[config.mk]
export PLATFORM = sky130hd
export DESIGN_NAME = rx_dafilt_top
export DESIGN_NICKNAME = d
export VERILOG_FILES = /design/src/rtl/rx_dafilt_pkg.sv /design/src/rtl/rx_dafilt_cfg.sv /design/src/rtl/rx_dafilt_hdr.sv /design/src/rtl/rx_dafilt_match.sv /design/src/rtl/rx_dafilt_top.sv
export SDC_FILE = /design/constraint.sdc
export NUM_CORES = 1
export LEC_CHECK = 0
export CAP_MARGIN = 25
export CORE_UTILIZATION = 50
export CTS_CLUSTER_DIAMETER = 30
export DETAILED_ROUTE_END_ITERATION = 10
export PLACE_DENSITY = 0.75
export SETUP_SLACK_MARGIN = 0.02
export SYNTH_ARGS = -nofsm -noshare
export SYNTH_HDL_FRONTEND = slang
export SYNTH_SLANG_ARGS = --single-unit
[constraint.sdc]
create_clock -name clk -period 2.5 [get_ports clk]
set_clock_uncertainty 0.1 [all_clocks]
set_input_delay 0.625 -clock clk [delete_from_list [all_inputs] [get_ports clk]]
set_output_delay 0.625 -clock clk [all_outputs]
set_load 0.01 [all_outputs]
[src/rtl/rx_dafilt_pkg.sv]
package rx_dafilt_pkg;
  localparam int MAC_BYTES = 6;
  localparam int MAC_W     = 8 * MAC_BYTES;
  localparam int CFG_DW    = 32;

  localparam logic [11:0] OFS_UC_LO = 12'h380;
  localparam logic [11:0] OFS_UC_HI = 12'h384;
  localparam logic [11:0] OFS_MC_LO = 12'h388;
  localparam logic [11:0] OFS_MC_HI = 12'h38C;
  localparam logic [11:0] OFS_MODE  = 12'h390;

  localparam int MODE_PROMISC_BIT = 31;
  localparam int MC_IDX_LSB       = 16;

  typedef logic [MAC_W-1:0] mac_t;
endpackage

[src/rtl/rx_dafilt_cfg.sv]
module rx_dafilt_cfg
  import rx_dafilt_pkg::*;
#(
  parameter int NUM_MC = 4,
  parameter int CFG_AW = 12
) (
  input  logic                 clk,
  input  logic                 rst_n,
  input  logic                 we,
  input  logic [CFG_AW-1:0]    addr,
  input  logic [CFG_DW-1:0]    wdata,
  output mac_t                 uc_addr,
  output mac_t                 mc_addr [NUM_MC],
  output logic [NUM_MC-1:0]    mc_vld,
  output logic                 promisc
);
  localparam int IDXW = (NUM_MC > 1) ? $clog2(NUM_MC) : 1;

  logic [CFG_DW-1:0] stage_q;
  logic              wr_uc_lo, wr_uc_hi, wr_mc_lo, wr_mc_hi, wr_mode;
  logic [IDXW-1:0]   wr_idx;

  assign wr_uc_lo = we && (addr == CFG_AW'(OFS_UC_LO));
  assign wr_uc_hi = we && (addr == CFG_AW'(OFS_UC_HI));
  assign wr_mc_lo = we && (addr == CFG_AW'(OFS_MC_LO));
  assign wr_mc_hi = we && (addr == CFG_AW'(OFS_MC_HI));
  assign wr_mode  = we && (addr == CFG_AW'(OFS_MODE));
  assign wr_idx   = wdata[MC_IDX_LSB +: IDXW];

  always_ff @(posedge clk or negedge rst_n) begin
    if (!rst_n) begin
      uc_addr <= '0;
      stage_q <= '0;
      promisc <= 1'b0;
    end else begin
      if (wr_uc_lo) uc_addr[31:0]  <= wdata;
      if (wr_uc_hi) uc_addr[47:32] <= wdata[15:0];
      if (wr_mc_lo) stage_q        <= wdata;
      if (wr_mode)  promisc        <= wdata[MODE_PROMISC_BIT];
    end
  end

  for (genvar g = 0; g < NUM_MC; g++) begin : g_slot
    always_ff @(posedge clk or negedge rst_n) begin
      if (!rst_n) begin
        mc_addr[g] <= '0;
        mc_vld[g]  <= 1'b0;
      end else if (wr_mc_hi && (wr_idx == IDXW'(g))) begin
        mc_addr[g] <= {wdata[15:0], stage_q};
        mc_vld[g]  <= 1'b1;
      end
    end
  end

  AST_VLD_STICKY: assert property (@(posedge clk) disable iff (!rst_n)
    1'b1 |=> (($past(mc_vld) & ~mc_vld) == '0));

  AST_STAGE_HOLD: assert property (@(posedge clk) disable iff (!rst_n)
    !wr_mc_lo |=> $stable(stage_q));
endmodule

[src/rtl/rx_dafilt_hdr.sv]
module rx_dafilt_hdr
  import rx_dafilt_pkg::*;
(
  input  logic       clk,
  input  logic       rst_n,
  input  logic       beat,
  input  logic       sof,
  input  logic [7:0] data,
  output logic       fire,
  output mac_t       dst
);
  localparam int CW   = $clog2(MAC_BYTES + 1);
  localparam int LAST = MAC_BYTES - 1;

  logic [CW-1:0] cnt_q;
  logic [CW-1:0] pos;
  logic [7:0]    hold_q [LAST];

  assign pos  = sof ? '0 : cnt_q;
  assign fire = beat && (pos == CW'(LAST));

  always_ff @(posedge clk or negedge rst_n) begin
    if (!rst_n) begin
      cnt_q <= CW'(MAC_BYTES);
    end else if (beat && (pos < CW'(MAC_BYTES))) begin
      cnt_q <= pos + 1'b1;
    end
  end

  for (genvar g = 0; g < LAST; g++) begin : g_hold
    always_ff @(posedge clk or negedge rst_n) begin
      if (!rst_n) hold_q[g] <= '0;
      else if (beat && (pos == CW'(g))) hold_q[g] <= data;
    end
    assign dst[8*g +: 8] = hold_q[g];
  end
  assign dst[8*LAST +: 8] = data;

  AST_CNT_RANGE: assert property (@(posedge clk) disable iff (!rst_n)
    fire |=> (cnt_q == CW'(MAC_BYTES)));
endmodule

[src/rtl/rx_dafilt_match.sv]
module rx_dafilt_match
  import rx_dafilt_pkg::*;
#(
  parameter int NUM_MC = 4
) (
  input  mac_t              dst,
  input  mac_t              uc_addr,
  input  mac_t              mc_addr [NUM_MC],
  input  logic [NUM_MC-1:0] mc_vld,
  input  logic              promisc,
  output logic              keep
);
  logic [NUM_MC-1:0] mc_hit;
  logic              uc_hit, bc_hit;

  for (genvar g = 0; g < NUM_MC; g++) begin : g_cmp
    assign mc_hit[g] = mc_vld[g] && (dst == mc_addr[g]);
  end

  assign uc_hit = (dst == uc_addr);
  assign bc_hit = &dst;
  assign keep   = promisc || uc_hit || bc_hit || (|mc_hit);
endmodule

[src/rtl/rx_dafilt_top.sv]
module rx_dafilt_top
  import rx_dafilt_pkg::*;
#(
  parameter int NUM_MC = 4,
  parameter int CFG_AW = 12
) (
  input  logic              clk,
  input  logic              rst_n,
  input  logic              s_valid,
  output logic              s_ready,
  input  logic              s_sof,
  input  logic [7:0]        s_data,
  input  logic              cfg_we,
  input  logic [CFG_AW-1:0] cfg_addr,
  input  logic [31:0]       cfg_wdata,
  output logic              dec_valid,
  output logic              dec_accept
);
  mac_t              uc_addr;
  mac_t              mc_addr [NUM_MC];
  logic [NUM_MC-1:0] mc_vld;
  logic              promisc;
  logic              fire, keep, beat;
  mac_t              dst;

  assign s_ready = 1'b1;
  assign beat    = s_valid && s_ready;

  rx_dafilt_cfg #(.NUM_MC(NUM_MC), .CFG_AW(CFG_AW)) u_cfg (
    .clk(clk), .rst_n(rst_n), .we(cfg_we), .addr(cfg_addr),
    .wdata(cfg_wdata), .uc_addr(uc_addr), .mc_addr(mc_addr),
    .mc_vld(mc_vld), .promisc(promisc)
  );

  rx_dafilt_hdr u_hdr (
    .clk(clk), .rst_n(rst_n), .beat(beat), .sof(s_sof),
    .data(s_data), .fire(fire), .dst(dst)
  );

  rx_dafilt_match #(.NUM_MC(NUM_MC)) u_match (
    .dst(dst), .uc_addr(uc_addr), .mc_addr(mc_addr),
    .mc_vld(mc_vld), .promisc(promisc), .keep(keep)
  );

  always_ff @(posedge clk or negedge rst_n) begin
    if (!rst_n) begin
      dec_valid  <= 1'b0;
      dec_accept <= 1'b0;
    end else begin
      dec_valid  <= fire;
      dec_accept <= fire && keep;
    end
  end

  AST_ONE_PULSE: assert property (@(posedge clk) disable iff (!rst_n)
    dec_valid |=> !dec_valid);

  AST_ACC_QUAL: assert property (@(posedge clk) disable iff (!rst_n)
    !dec_valid |-> !dec_accept);

  AST_PROMISC_KEEP: assert property (@(posedge clk) disable iff (!rst_n)
    (dec_valid && $past(promisc)) |-> dec_accept);
endmodule

==> impl_metrics.tcl <==
set metrics [dict create \
    status "finished clean" \
    rows 62 \
    path_clk_slew_ns 0.05 \
    vias 10500 \
    tritoncts "built" \
    final_nets 1375 \
    hold_path_class "reg -> reg" \
    coreArea_um2 29100 \
    first_pass_iters 5 \
    grt_pass1_wl_um 69400 \
    hold_viol_final 0 \
    postSynthCellCount 1143 \
    peakVddDrop_mv 0.587 \
    post-route-period-util 0.985 \
    drt_wl_total_um 47500 \
    clk_path_buf_depth 3 \
    required_ns 2.88 \
    crit_type "reg -> reg" \
    synth_nets 1205 \
    drc 0 \
    hold_start "u_cfg.mc_vld[1]$_DFFE_PN0P_" \
    hold_end "u_cfg.mc_vld[1]$_DFFE_PN0P_" \
    ys_seq_area_frac 0.538 \
    synth_top_area_share 0.535 \
    reg2reg_depth 6 \
    nFillCells 1972 \
    routabilityCongestion 0.936 \
    synthTopCellsByArea "dfrtp_1, mux2_2, xor2_1" \
    cp-end-kind "flip-flop" \
    async_reset_ff_frac 1.00 \
    cap_violations 0 \
    overflow 0 \
    cts_buffers 71 \
    cp_data_arrival_time_ns 2.84 \
    synth.avg_cell_area_um2 13.1 \
    start_kind "flip-flop" \
    worst_path_largest_cell_delay_ns 0.65 \
    synth.distinct_cells 47 \
    yosys_register_bits 322 \
    p_per_area_nw_per_um2 970 \
    drive_gt1_frac 0.396 \
    ios 60 \
    first_global_vias 11200 \
    tightest_slew_ns 0.568 \
    setup_ws_ns 0.0373 \
    drt_iter0_markers 856 \
    synth_top_cell_by_area "dfrtp_1" \
    port_buffers 58 \
    die_area_um2 30600 \
    grt_antenna_before_repair 0 \
    die_h_um 175 \
    rsz0062_at_grt "yes" \
    cts_sinks 322 \
    fp.dieW_um 175 \
    fin_crit_ns 2.46 \
    cpMaxStageDelayCell "dfrtp_1" \
    cp_num_buf_inv 1 \
    initial_core_util 0.515 \
    layoutNonFillerInstCount 1757 \
    clock_latency_ns 0.56 \
    max_freq_mhz 406 \
    hold_depth 1 \
    netlist_area_um2 15000 \
    grt_max_degree 84 \
    synth_enable_flop_cells 0 \
    clockRootBuffer "clkbuf_16" \
    path_max_fanout 7 \
    final_util 0.676 \
    r2r_slack_ns 0.04 \
    cpLargestDelayFamily "flip-flops" \
    dpl.cell_count 1608 \
    reg2reg_to "dec_accept$_DFF_PN0_" \
    area_growth_pct 31.3 \
    htreeDepth 3 \
    worst_hold_slack_ns 0.364 \
    rr_startpoint "u_hdr.dst[39]$_DFFE_PN0P_" \
    cellLeakagePower_nw 9.63 \
    post_drt_wl_per_cell_um 27.0 \
    path_cells "xor2_1, nor4_1, buf_4, nand4_1, o31ai_1, o31a_1" \
    dp_slack_ns -0.747 \
    synth_flop_cell "dfrtp_1" \
    grt_use_total 0.311 \
    routed_via_density 5.96 \
    drv_slew 0 \
    dp_hpwl_um 31000 \
    postRouteAntennaNets 0 \
    setup_violations 0 \
    relSlewSlack 0.618 \
    synth_warnings 0 \
]
## repair_timing
item,CTS,global route
resized for setup,9,24
cloned,4,7
endpoints found under the setup margin,191,91
endpoints found under the hold margin,32,0
buffers inserted,0,4
hold buffers,1,0
pin swaps,4,1
## sequential cells by signal, summed over array words and instances (netlist names)
name           cells
dec_valid          1
u_hdr.cnt_q        3
dec_accept         1
u_cfg.mc_vld       4
u_hdr.dst         40
u_cfg.uc_addr     48
u_cfg.promisc      1
u_cfg.mc_addr    192
u_cfg.stage_q     32
## report_power, final
part           switching, mW  internal (mW)  leakage, nW
clock network           3.08           6.41         1.19
registers              0.642           5.52         4.41
logic                   1.96           1.45         4.03
## cell usage in the layout, fill, tap and decap left out, types with 14 or more instances in the layout
master,instances
xnor2_1,99
nand2_1,24
mux2_2,270
o21ai_0,23
nand4_1,45
clkbuf_16,78
xor2_1,118
dfrtp_1,320
buf_12,20
mux2_4,19
clkinv_2,14
buf_4,86
nor4_1,36
clkdlybuf4s50_1,52
inv_1,25
## worst reg2reg max path: stages, from the launching register on
cell and delay, ns:
dfrtp_1 0.65, xor2_1 0.21, nor4_1 0.48, buf_4 0.18, nand4_1 0.16, o31ai_1 0.35
o31a_1 0.25
## worst max-delay path by stage
stage / startpoint / endpoint / slack (ns) / cells past startpoint
global route: cfg_addr[9] / u_cfg.mc_addr[82]$_DFFE_PN0P_ / -0.002 / 7
global placement: cfg_addr[1] / u_cfg.mc_addr[74]$_DFFE_PN0P_ / -0.70 / 7
CTS: cfg_addr[1] / u_cfg.mc_addr[82]$_DFFE_PN0P_ / -0.07 / 7
detailed placement: cfg_addr[1] / u_cfg.mc_addr[75]$_DFFE_PN0P_ / -0.75 / 7
floorplan: cfg_addr[1] / u_cfg.mc_addr[71]$_DFFE_PN0P_ / -0.21 / 8
finish: u_hdr.dst[39]$_DFFE_PN0P_ / dec_accept$_DFF_PN0_ / 0.04 / 6
## per-stage QoR
step	setup TNS, ns	area (µm²)	power, mW
floorplan	-9.57	15000	7.79
global placement	-142.30	16700	9.45
detailed placement	-155.03	16700	9.48
CTS	-1.84	19400	19.0
global route	-0.00421	19700	19.6
finish	0	19700	19.1
## final cells by class
cell class	instances	area (µm²)	share of cell area
clock buffers	90	1960	0.0997
repair buffers	177	1940	0.0987
multi-input cells	716	6610	0.336
flip-flops and latches	322	8060	0.410
clock inverters	42	504	0.0257
diodes	1	2.50	0.000127
well taps	384	480	0.0244
inverters	25	93.8	0.00477
## synth_stat cells (all sizes together), types with 6 or more instances
library cell  instances
mux2                297
nor4                 37
xnor2                99
dfrtp               320
nand4                45
nand2                25
clkbuf               61
o21ai                23
xor2                118
inv                  25
buf                  19
nor2                  8
nand2b                6
## kinds of logic (layout without fill, tap and decap cells)
logic type | Yosys count | in the layout | synth area share
fa+ha+maj | 5 | 5 | 0.00418
other cells | 1 | 2 | 0.000250
mux | 297 | 297 | 0.223
flops | 322 | 322 | 0.538
simple gates | 145 | 145 | 0.0563
compound gates | 51 | 51 | 0.0223
xor+xnor | 217 | 217 | 0.127
buf+inv | 105 | 334 | 0.0282
## routing by layer
metal,part of all wire,GRT usage,wire length (µm)
met3,0.096,0.0714,4570
met4,0.059,0.170,2800
met5,0,0,0
met1,0.39,0.404,18300
met2,0.46,0.484,21800
Power figures use the tool's default switching activity.
